## config.mk

```make
export PLATFORM = sky130hd
export DESIGN_NAME = shop_unit
export DESIGN_NICKNAME = d
export VERILOG_FILES = /design/src/rtl/shop_pkg.sv /design/src/rtl/shop_legal.sv /design/src/rtl/shop_barrel.sv /design/src/rtl/shop_flag_ctl.sv /design/src/rtl/shop_unit.sv
export SDC_FILE = /design/constraint.sdc
export NUM_CORES = 1
export LEC_CHECK = 0
export ABC_AREA = 1
export BUFFER_PORTS_ARGS = -buffer_cell sky130_fd_sc_hd__buf_2
export CORE_ASPECT_RATIO = 1.75
export CORE_MARGIN = 2
export CORE_UTILIZATION = 42
export DETAILED_ROUTE_END_ITERATION = 8
export GPL_ROUTABILITY_DRIVEN = 0
export PLACE_DENSITY = 0.61
export SLEW_MARGIN = 20
export SYNTH_ARGS = -nofsm -noshare
export SYNTH_HDL_FRONTEND = slang
export SYNTH_SLANG_ARGS = --single-unit
export TNS_END_PERCENT = 50
```

## constraint.sdc

```tcl
create_clock -name clk -period 0.8 [get_ports clk]
set_input_delay 0 -clock clk [delete_from_list [all_inputs] [get_ports clk]]
set_output_delay 0 -clock clk [all_outputs]
set_load 0.1 [all_outputs]
```

## src/rtl/shop_pkg.sv

```systemverilog
package shop_pkg;

    typedef enum logic [2:0] {
        SHK_LSL = 3'd0,
        SHK_LSR = 3'd1,
        SHK_ASR = 3'd2,
        SHK_ROR = 3'd3,
        SHK_RRX = 3'd4
    } shk_e;

    typedef enum logic [1:0] {
        OPC_LOGIC = 2'd0,
        OPC_TEST  = 2'd1,
        OPC_ARITH = 2'd2,
        OPC_OTHER = 2'd3
    } opc_e;

endpackage

```

## src/rtl/shop_legal.sv

```systemverilog
module shop_legal #(
    parameter int DATA_W = 32,
    parameter int AMT_W  = $clog2(DATA_W) + 1
) (
    input  logic [2:0]       kind,
    input  logic [AMT_W-1:0] amt,
    output logic             legal
);
    import shop_pkg::*;

    localparam logic [AMT_W-1:0] FULL = AMT_W'(DATA_W);

    always_comb begin
        case (kind)
            SHK_LSL: legal = (amt < FULL);
            SHK_LSR: legal = (amt <= FULL);
            SHK_ASR: legal = (amt <= FULL);
            SHK_ROR: legal = (amt < FULL);
            SHK_RRX: legal = 1'b1;
            default: legal = 1'b0;
        endcase
    end

endmodule

```

## src/rtl/shop_barrel.sv

```systemverilog
module shop_barrel #(
    parameter int DATA_W = 32,
    parameter int AMT_W  = $clog2(DATA_W) + 1
) (
    input  logic [DATA_W-1:0] opd,
    input  logic [2:0]        kind,
    input  logic [AMT_W-1:0]  amt,
    input  logic              cin,
    output logic [DATA_W-1:0] res,
    output logic              cout
);
    import shop_pkg::*;

    localparam int EW = DATA_W + 1;
    localparam int RW = 2 * DATA_W;

    logic [EW-1:0] lsl_ext;
    logic [EW-1:0] lsr_ext;
    logic [EW-1:0] asr_ext;
    logic [RW-1:0] ror_ext;

    // Right shifts carry one guard bit below the operand: it receives the
    // last bit shifted out. Left shift uses a guard bit above the operand.
    always_comb begin
        lsl_ext = {1'b0, opd} << amt;
        lsr_ext = {opd, 1'b0} >> amt;
        asr_ext = $signed({opd, 1'b0}) >>> amt;
        ror_ext = {opd, opd} >> amt;
    end

    always_comb begin
        res  = opd;
        cout = cin;
        if (kind == SHK_RRX) begin
            res  = {cin, opd[DATA_W-1:1]};
            cout = opd[0];
        end else if (amt != '0) begin
            case (kind)
                SHK_LSL: begin
                    res  = lsl_ext[DATA_W-1:0];
                    cout = lsl_ext[DATA_W];
                end
                SHK_LSR: begin
                    res  = lsr_ext[EW-1:1];
                    cout = lsr_ext[0];
                end
                SHK_ASR: begin
                    res  = asr_ext[EW-1:1];
                    cout = asr_ext[0];
                end
                SHK_ROR: begin
                    res  = ror_ext[DATA_W-1:0];
                    cout = ror_ext[DATA_W-1];
                end
                default: begin
                    res  = opd;
                    cout = cin;
                end
            endcase
        end
    end

endmodule

```

## src/rtl/shop_flag_ctl.sv

```systemverilog
module shop_flag_ctl (
    input  logic [1:0] cls,
    input  logic       set_flags,
    input  logic       legal,
    output logic       we
);
    import shop_pkg::*;

    always_comb begin
        case (cls)
            OPC_LOGIC: we = legal & set_flags;
            OPC_TEST:  we = legal;
            default:   we = 1'b0;
        endcase
    end

endmodule

```

## src/rtl/shop_unit.sv

```systemverilog
module shop_unit #(
    parameter int DATA_W = 32,
    parameter int AMT_W  = $clog2(DATA_W) + 1
) (
    input  logic              clk,
    input  logic              rst_n,
    input  logic [DATA_W-1:0] opd_i,
    input  logic [2:0]        kind_i,
    input  logic [AMT_W-1:0]  amt_i,
    input  logic              carry_i,
    input  logic [1:0]        cls_i,
    input  logic              set_flags_i,
    output logic [DATA_W-1:0] result_o,
    output logic              carry_o,
    output logic              flag_we_o,
    output logic              illegal_o
);

    logic              legal;
    logic [DATA_W-1:0] sh_res;
    logic              sh_cout;
    logic              we;
    logic [DATA_W-1:0] nxt_res;
    logic              nxt_cout;

    shop_legal #(.DATA_W(DATA_W), .AMT_W(AMT_W)) u_legal (
        .kind  (kind_i),
        .amt   (amt_i),
        .legal (legal)
    );

    shop_barrel #(.DATA_W(DATA_W), .AMT_W(AMT_W)) u_barrel (
        .opd  (opd_i),
        .kind (kind_i),
        .amt  (amt_i),
        .cin  (carry_i),
        .res  (sh_res),
        .cout (sh_cout)
    );

    shop_flag_ctl u_flag (
        .cls       (cls_i),
        .set_flags (set_flags_i),
        .legal     (legal),
        .we        (we)
    );

    // An illegal encoding is not executed: operand and carry pass through.
    always_comb begin
        nxt_res  = legal ? sh_res  : opd_i;
        nxt_cout = legal ? sh_cout : carry_i;
    end

    always_ff @(posedge clk or negedge rst_n) begin
        if (!rst_n) begin
            result_o  <= '0;
            carry_o   <= 1'b0;
            flag_we_o <= 1'b0;
            illegal_o <= 1'b0;
        end else begin
            result_o  <= nxt_res;
            carry_o   <= nxt_cout;
            flag_we_o <= we;
            illegal_o <= ~legal;
        end
    end

endmodule

```

==> metrics.log, run 1 <==
INFO  metric netlist_top_cells_area = nand2_1 (28%), nand3_1 (26%), dfrtp_1 (13%), nor2_1 (4.1%), o21ai_0 (3.7%)
INFO  metric synth_warnings = 0
INFO  metric post_synth_instance_area = 0.00656 mm2
INFO  metric endpoint_type = sequential cell input
INFO  metric floorplan.die.height = 169 um
INFO  metric starting_density = 0.428
INFO  metric cts.sink_count = 35
INFO  metric yosysSeqAreaShare = 0.133
INFO  metric synth_top_cell_by_area = nand2_1
INFO  metric die_x = 98.5 um
INFO  metric port_buf_inserts = 81
INFO  metric cts_buffer_depth = 2
INFO  metric detailedPlace.worstSlack = -1130 ps
INFO  metric mappedNetlistNets = 1316
INFO  metric grt_start_max_net_pins = 36
INFO  metric cts-htree-levels = 2
INFO  metric synthCells = 1269
INFO  metric post-synth-top-area-fraction = 0.283
INFO  metric detailedPlacementHpwl = 29.2 mm
INFO  metric grt_overflow = 6
INFO  metric outcome.stop_stage = 5_1_grt
INFO  metric globalroute.repair_timing.worst_endpoint = result_o[1]$_DFF_PN0_/D
INFO  metric run.stop_error = [ERROR GRT-0232] Routing congestion too high. Check the congestion heatmap in the GUI.
INFO  metric cts_root_buf = clkbuf_16
INFO  metric cts_buffers = 5
INFO  metric grt_use_total = 0.575
INFO  metric postSynthAreaPerCell = 5.17 um2
INFO  metric row_count = 60
INFO  metric synth.ff_latch_count = 35
INFO  metric synth_cell_types = 38
INFO  metric placed_cells = 1710
INFO  metric top_level_ports = 82
INFO  metric run_status = aborted with a tool error
## Yosys cell counts
master	n
nand2_1	494
nand3_1	343
nor2_1	71
o21ai_0	48
a21oi_1	43
dfrtp_1	35
buf_2	29
inv_1	28
o21a_1	24
clkbuf_1	22
and2_1	17
o211ai_1	16
buf_1	15
o21ai_1	15
inv_2	12
nand2_2	7
buf_4	6
nand4_1	6
buf_6	5
nor2_4	4
o22ai_1	4
nor2_2	3
nor2_8	3
nor3_1	3
inv_4	2
nand3_2	2
a21boi_0	1
a21o_1	1
a21oi_2	1
a22o_1	1
clkinv_1	1
clkinv_2	1
nand3_4	1
nand3b_1	1
nor3_2	1
o21bai_1	1
o31ai_1	1
or2_1	1
## cells by family after synthesis
group           count (synthesis)  share of synthesized area
compound gates                156                      0.138
buf+inv                       121                     0.0849
flops                          35                      0.133
simple gates                  957                      0.644
## layer usage
layer  GRT overflow  GRT usage
met5              0     0.0738
met4              3      0.570
met3              0      0.326
met2              3      0.809
met1              0      0.571
## through the flow
step	TNS (ps)	cell area [um2]
floorplan	-20770	6730
global placement	-32690	9620
detailed placement	-33920	9620
CTS	-22190	10700
## timing repair
item                                    CTS
endpoints found under the setup margin   70
pin swaps                                56
hold buffers                              4
hold endpoints to repair                 36
cloned                                    1
buffers inserted                         21
resized for setup                       185
==> run 2, diff against run 1 <==
Settings changed: CORE_ASPECT_RATIO 1.75 to unset, CORE_UTILIZATION 42 to 27, PLACE_DENSITY 0.61 to unset, PLACE_DENSITY_LB_ADDON set to 0.15.
==> run 2 against run 1 <==
The flow now finishes, with violations (setup timing); synthesized area unchanged; synthesized cell count did not move.
==> metrics.log, run 2 <==
INFO  metric maxSlewViolCount = 0
INFO  metric via_count = 10643
INFO  metric post-route-util = 0.459
INFO  metric drtAntennaViolNets = 0
INFO  metric drive_gt1_frac = 0.376
INFO  metric cts.sink_count = 35
INFO  metric layout_commonest_cell = nand2_1
INFO  metric rsz0062_at_grt = yes
INFO  metric timing.critical_path.from = amt_i[1]
INFO  metric yosysSeqAreaShare = 0.133
INFO  metric clkSlewWorstSetupHoldPaths = 60 ps
INFO  metric routed_wire_length_per_instance = 21.5 um
INFO  metric layout_common_cells = nand2_1 (420), nand3_1 (277), buf_4 (226)
INFO  metric die_x = 160 um
INFO  metric antennaDiodeCount = 0
INFO  metric netlist_top_cells_area = nand2_1 (28%), nand3_1 (26%), dfrtp_1 (13%), nor2_1 (4.1%), o21ai_0 (3.7%)
INFO  metric leakage = 5.39 nW
INFO  metric async_flop_share = 1.00
INFO  metric drt_first_pass_iters = 6
INFO  metric row_count = 57
INFO  metric synthCells = 1269
INFO  metric worst_setup_path_start_kind = input pin
INFO  metric synth_top_cell_by_area = nand2_1
INFO  metric detailedPlacementHpwl = 31.1 mm
INFO  metric hold_class = in2reg
INFO  metric min_period_over_period = 1.87
INFO  metric largest_reg_flops = 32
INFO  metric synth_common_cells = nand2_1 (494), nand3_1 (343), nor2_1 (71)
INFO  metric layout-area-overhead-vs-synth = 68.6%
INFO  metric pwr_density_cell = 1130 mW/mm2
INFO  metric nets = 1598
INFO  metric num-fill-cells = 2521
INFO  metric timing.critical_path.required = 990 ps
INFO  metric yosys.cell_count.top_type = nand2_1
INFO  metric finalHoldViolations = 0
INFO  metric final.hold.worst_slack = 44.4 ps
INFO  metric iteration_0_drc_markers = 1507
INFO  metric setup_viol = 70
INFO  metric worst_setup_path_endpoint = result_o[15]
INFO  metric top_level_ports = 82
INFO  metric viasPerCell = 5.67
INFO  metric floorplan.die.height = 160 um
INFO  metric grt_use_total = 0.303
INFO  metric mappedNetlistNets = 1316
INFO  metric grt_overflow = 0
INFO  metric grt_start_max_net_pins = 51
INFO  metric post_synth_instance_area = 0.00656 mm2
INFO  metric synth_top_flop_cell = dfrtp_1
INFO  metric end_kind = flop
INFO  metric worst-slew-pin-transition = 775 ps
INFO  metric synth_warnings = 0
INFO  metric cts_buffers = 5
INFO  metric port_buf_inserts = 81
INFO  metric first_global_vias = 9747
INFO  metric length_of_routed_wiring_on_met1 = 15.4 mm
INFO  metric cts-htree-levels = 2
INFO  metric largest_register = result_o
INFO  metric starting_density = 0.272
INFO  metric fp.coreArea = 0.0241 mm2
INFO  metric met3RoutedLength = 4.36 mm
INFO  metric drc = 0
INFO  metric final_critical_path_setup_slack = -696 ps
INFO  metric postSynthAreaPerCell = 5.17 um2
INFO  metric top_signal_layer_used = met4
INFO  metric cp_max_fo = 7
INFO  metric grt_antenna_before_repair = 0
INFO  metric violations = setup timing
INFO  metric peakVddDrop = 0.726 mV
INFO  metric arrival = 1680 ps
INFO  metric number_of_max_cap_violations = 0
INFO  metric post-synth-top-area-fraction = 0.283
INFO  metric run_status = finished, violations left
INFO  metric met2RoutedLength = 17.1 mm
INFO  metric die_area = 0.0256 mm2
INFO  metric cts_tree = done
INFO  metric category_of_the_critical_setup_timing_path = in2reg
INFO  metric placed_cells = 1840
INFO  metric max_clock_freq = 668 MHz
INFO  metric synth.ff_latch_count = 35
INFO  metric wl = 40.4 mm
INFO  metric layout.cells.non_filler = 1876
INFO  metric maxSlewHeadroom = 0.481
INFO  metric cts_buffer_depth = 2
INFO  metric synth_cell_types = 38
INFO  metric first_pass_grt_wire_length = 58.7 mm
INFO  metric number_of_flops_mapped_to_enable_cells_by_yosys = 0
INFO  metric cts_root_buf = clkbuf_16
INFO  metric fin_crit = 1500 ps
run 2: cell counts after synthesis:
Identical to the previous run, type by type.
run 2: per-stage QoR:
step	power (mW)	area [um2]	setup WS, ps	TNS [ps]
floorplan	6.20	6730	-586	-20770
global placement	9.54	9680	-1250	-34620
detailed placement	9.51	9680	-1290	-35410
CTS	12.0	10600	-668	-21500
global route	13.0	11100	-761	-25670
finish	12.5	11100	-696	-22340
run 2: worst max-delay path: stages:
cell	delay, ps
buf_8	110
buf_12	130
nor2_8	130
inv_6	60
nor2_8	80
nand3_2	70
nand2_2	90
nand3_4	100
buf_12	150
nor2_8	170
o211ai_1	170
nor2_1	170
nand2_2	120
nand2_1	80
nand2_1	50
run 2: power breakdown:
group	switching (mW)	internal, mW
logic	5.25	3.11
clock network	0.891	1.15
registers	0.161	1.96
run 2: kinds of logic (layout without fill, tap and decap cells):
family          count (synthesis)  count (layout)  share of synthesized area
compound gates                156             156                      0.138
buf+inv                       121             404                     0.0849
flops                          35              35                      0.133
simple gates                  957             957                      0.644
run 2: worst min-delay path by stage:
stage | start | endpoint | slack (ps) | cells after the start
floorplan | rst_n | carry_o | -300 | 0
global placement | rst_n | result_o[24] | -110 | 1
detailed placement | rst_n | result_o[24] | -110 | 1
CTS | opd_i[3] | result_o[2] | 20 | 3
global route | opd_i[3] | result_o[2] | 60 | 3
finish | opd_i[3] | result_o[2] | 40 | 3
run 2: per-layer routing:
layer | GRT usage | up-vias
met5 | 0 | -
met4 | 0.223 | 0
met3 | 0.0488 | 192
met2 | 0.455 | 785
met1 | 0.391 | 4832
li1 | - | 4834
run 2: final cells by class:
cell class / count / area, um2 / share of cell area
inverters: 44 / 199 / 0.0180
clock buffers: 5 / 125 / 0.0113
flip-flops and latches: 35 / 876 / 0.0791
well taps: 324 / 405 / 0.0366
multi-input cells: 1113 / 6000 / 0.542
repair buffers: 351 / 3440 / 0.311
repair inverters: 1 / 6.26 / 0.000565
clock inverters: 3 / 20.0 / 0.00181
run 2: timing repair:
| action | in CTS | in global routing |
|---|---|---|
| gates resized for setup | 146 | 95 |
| endpoints found under the hold margin | 36 | 0 |
| buffers inserted | 16 | 1 |
| pin swaps | 45 | 43 |
| hold buffers | 4 | 0 |
| cloned | 3 | 4 |
| endpoints found under the setup margin | 70 | 70 |
Power figures use the tool's default switching activity.
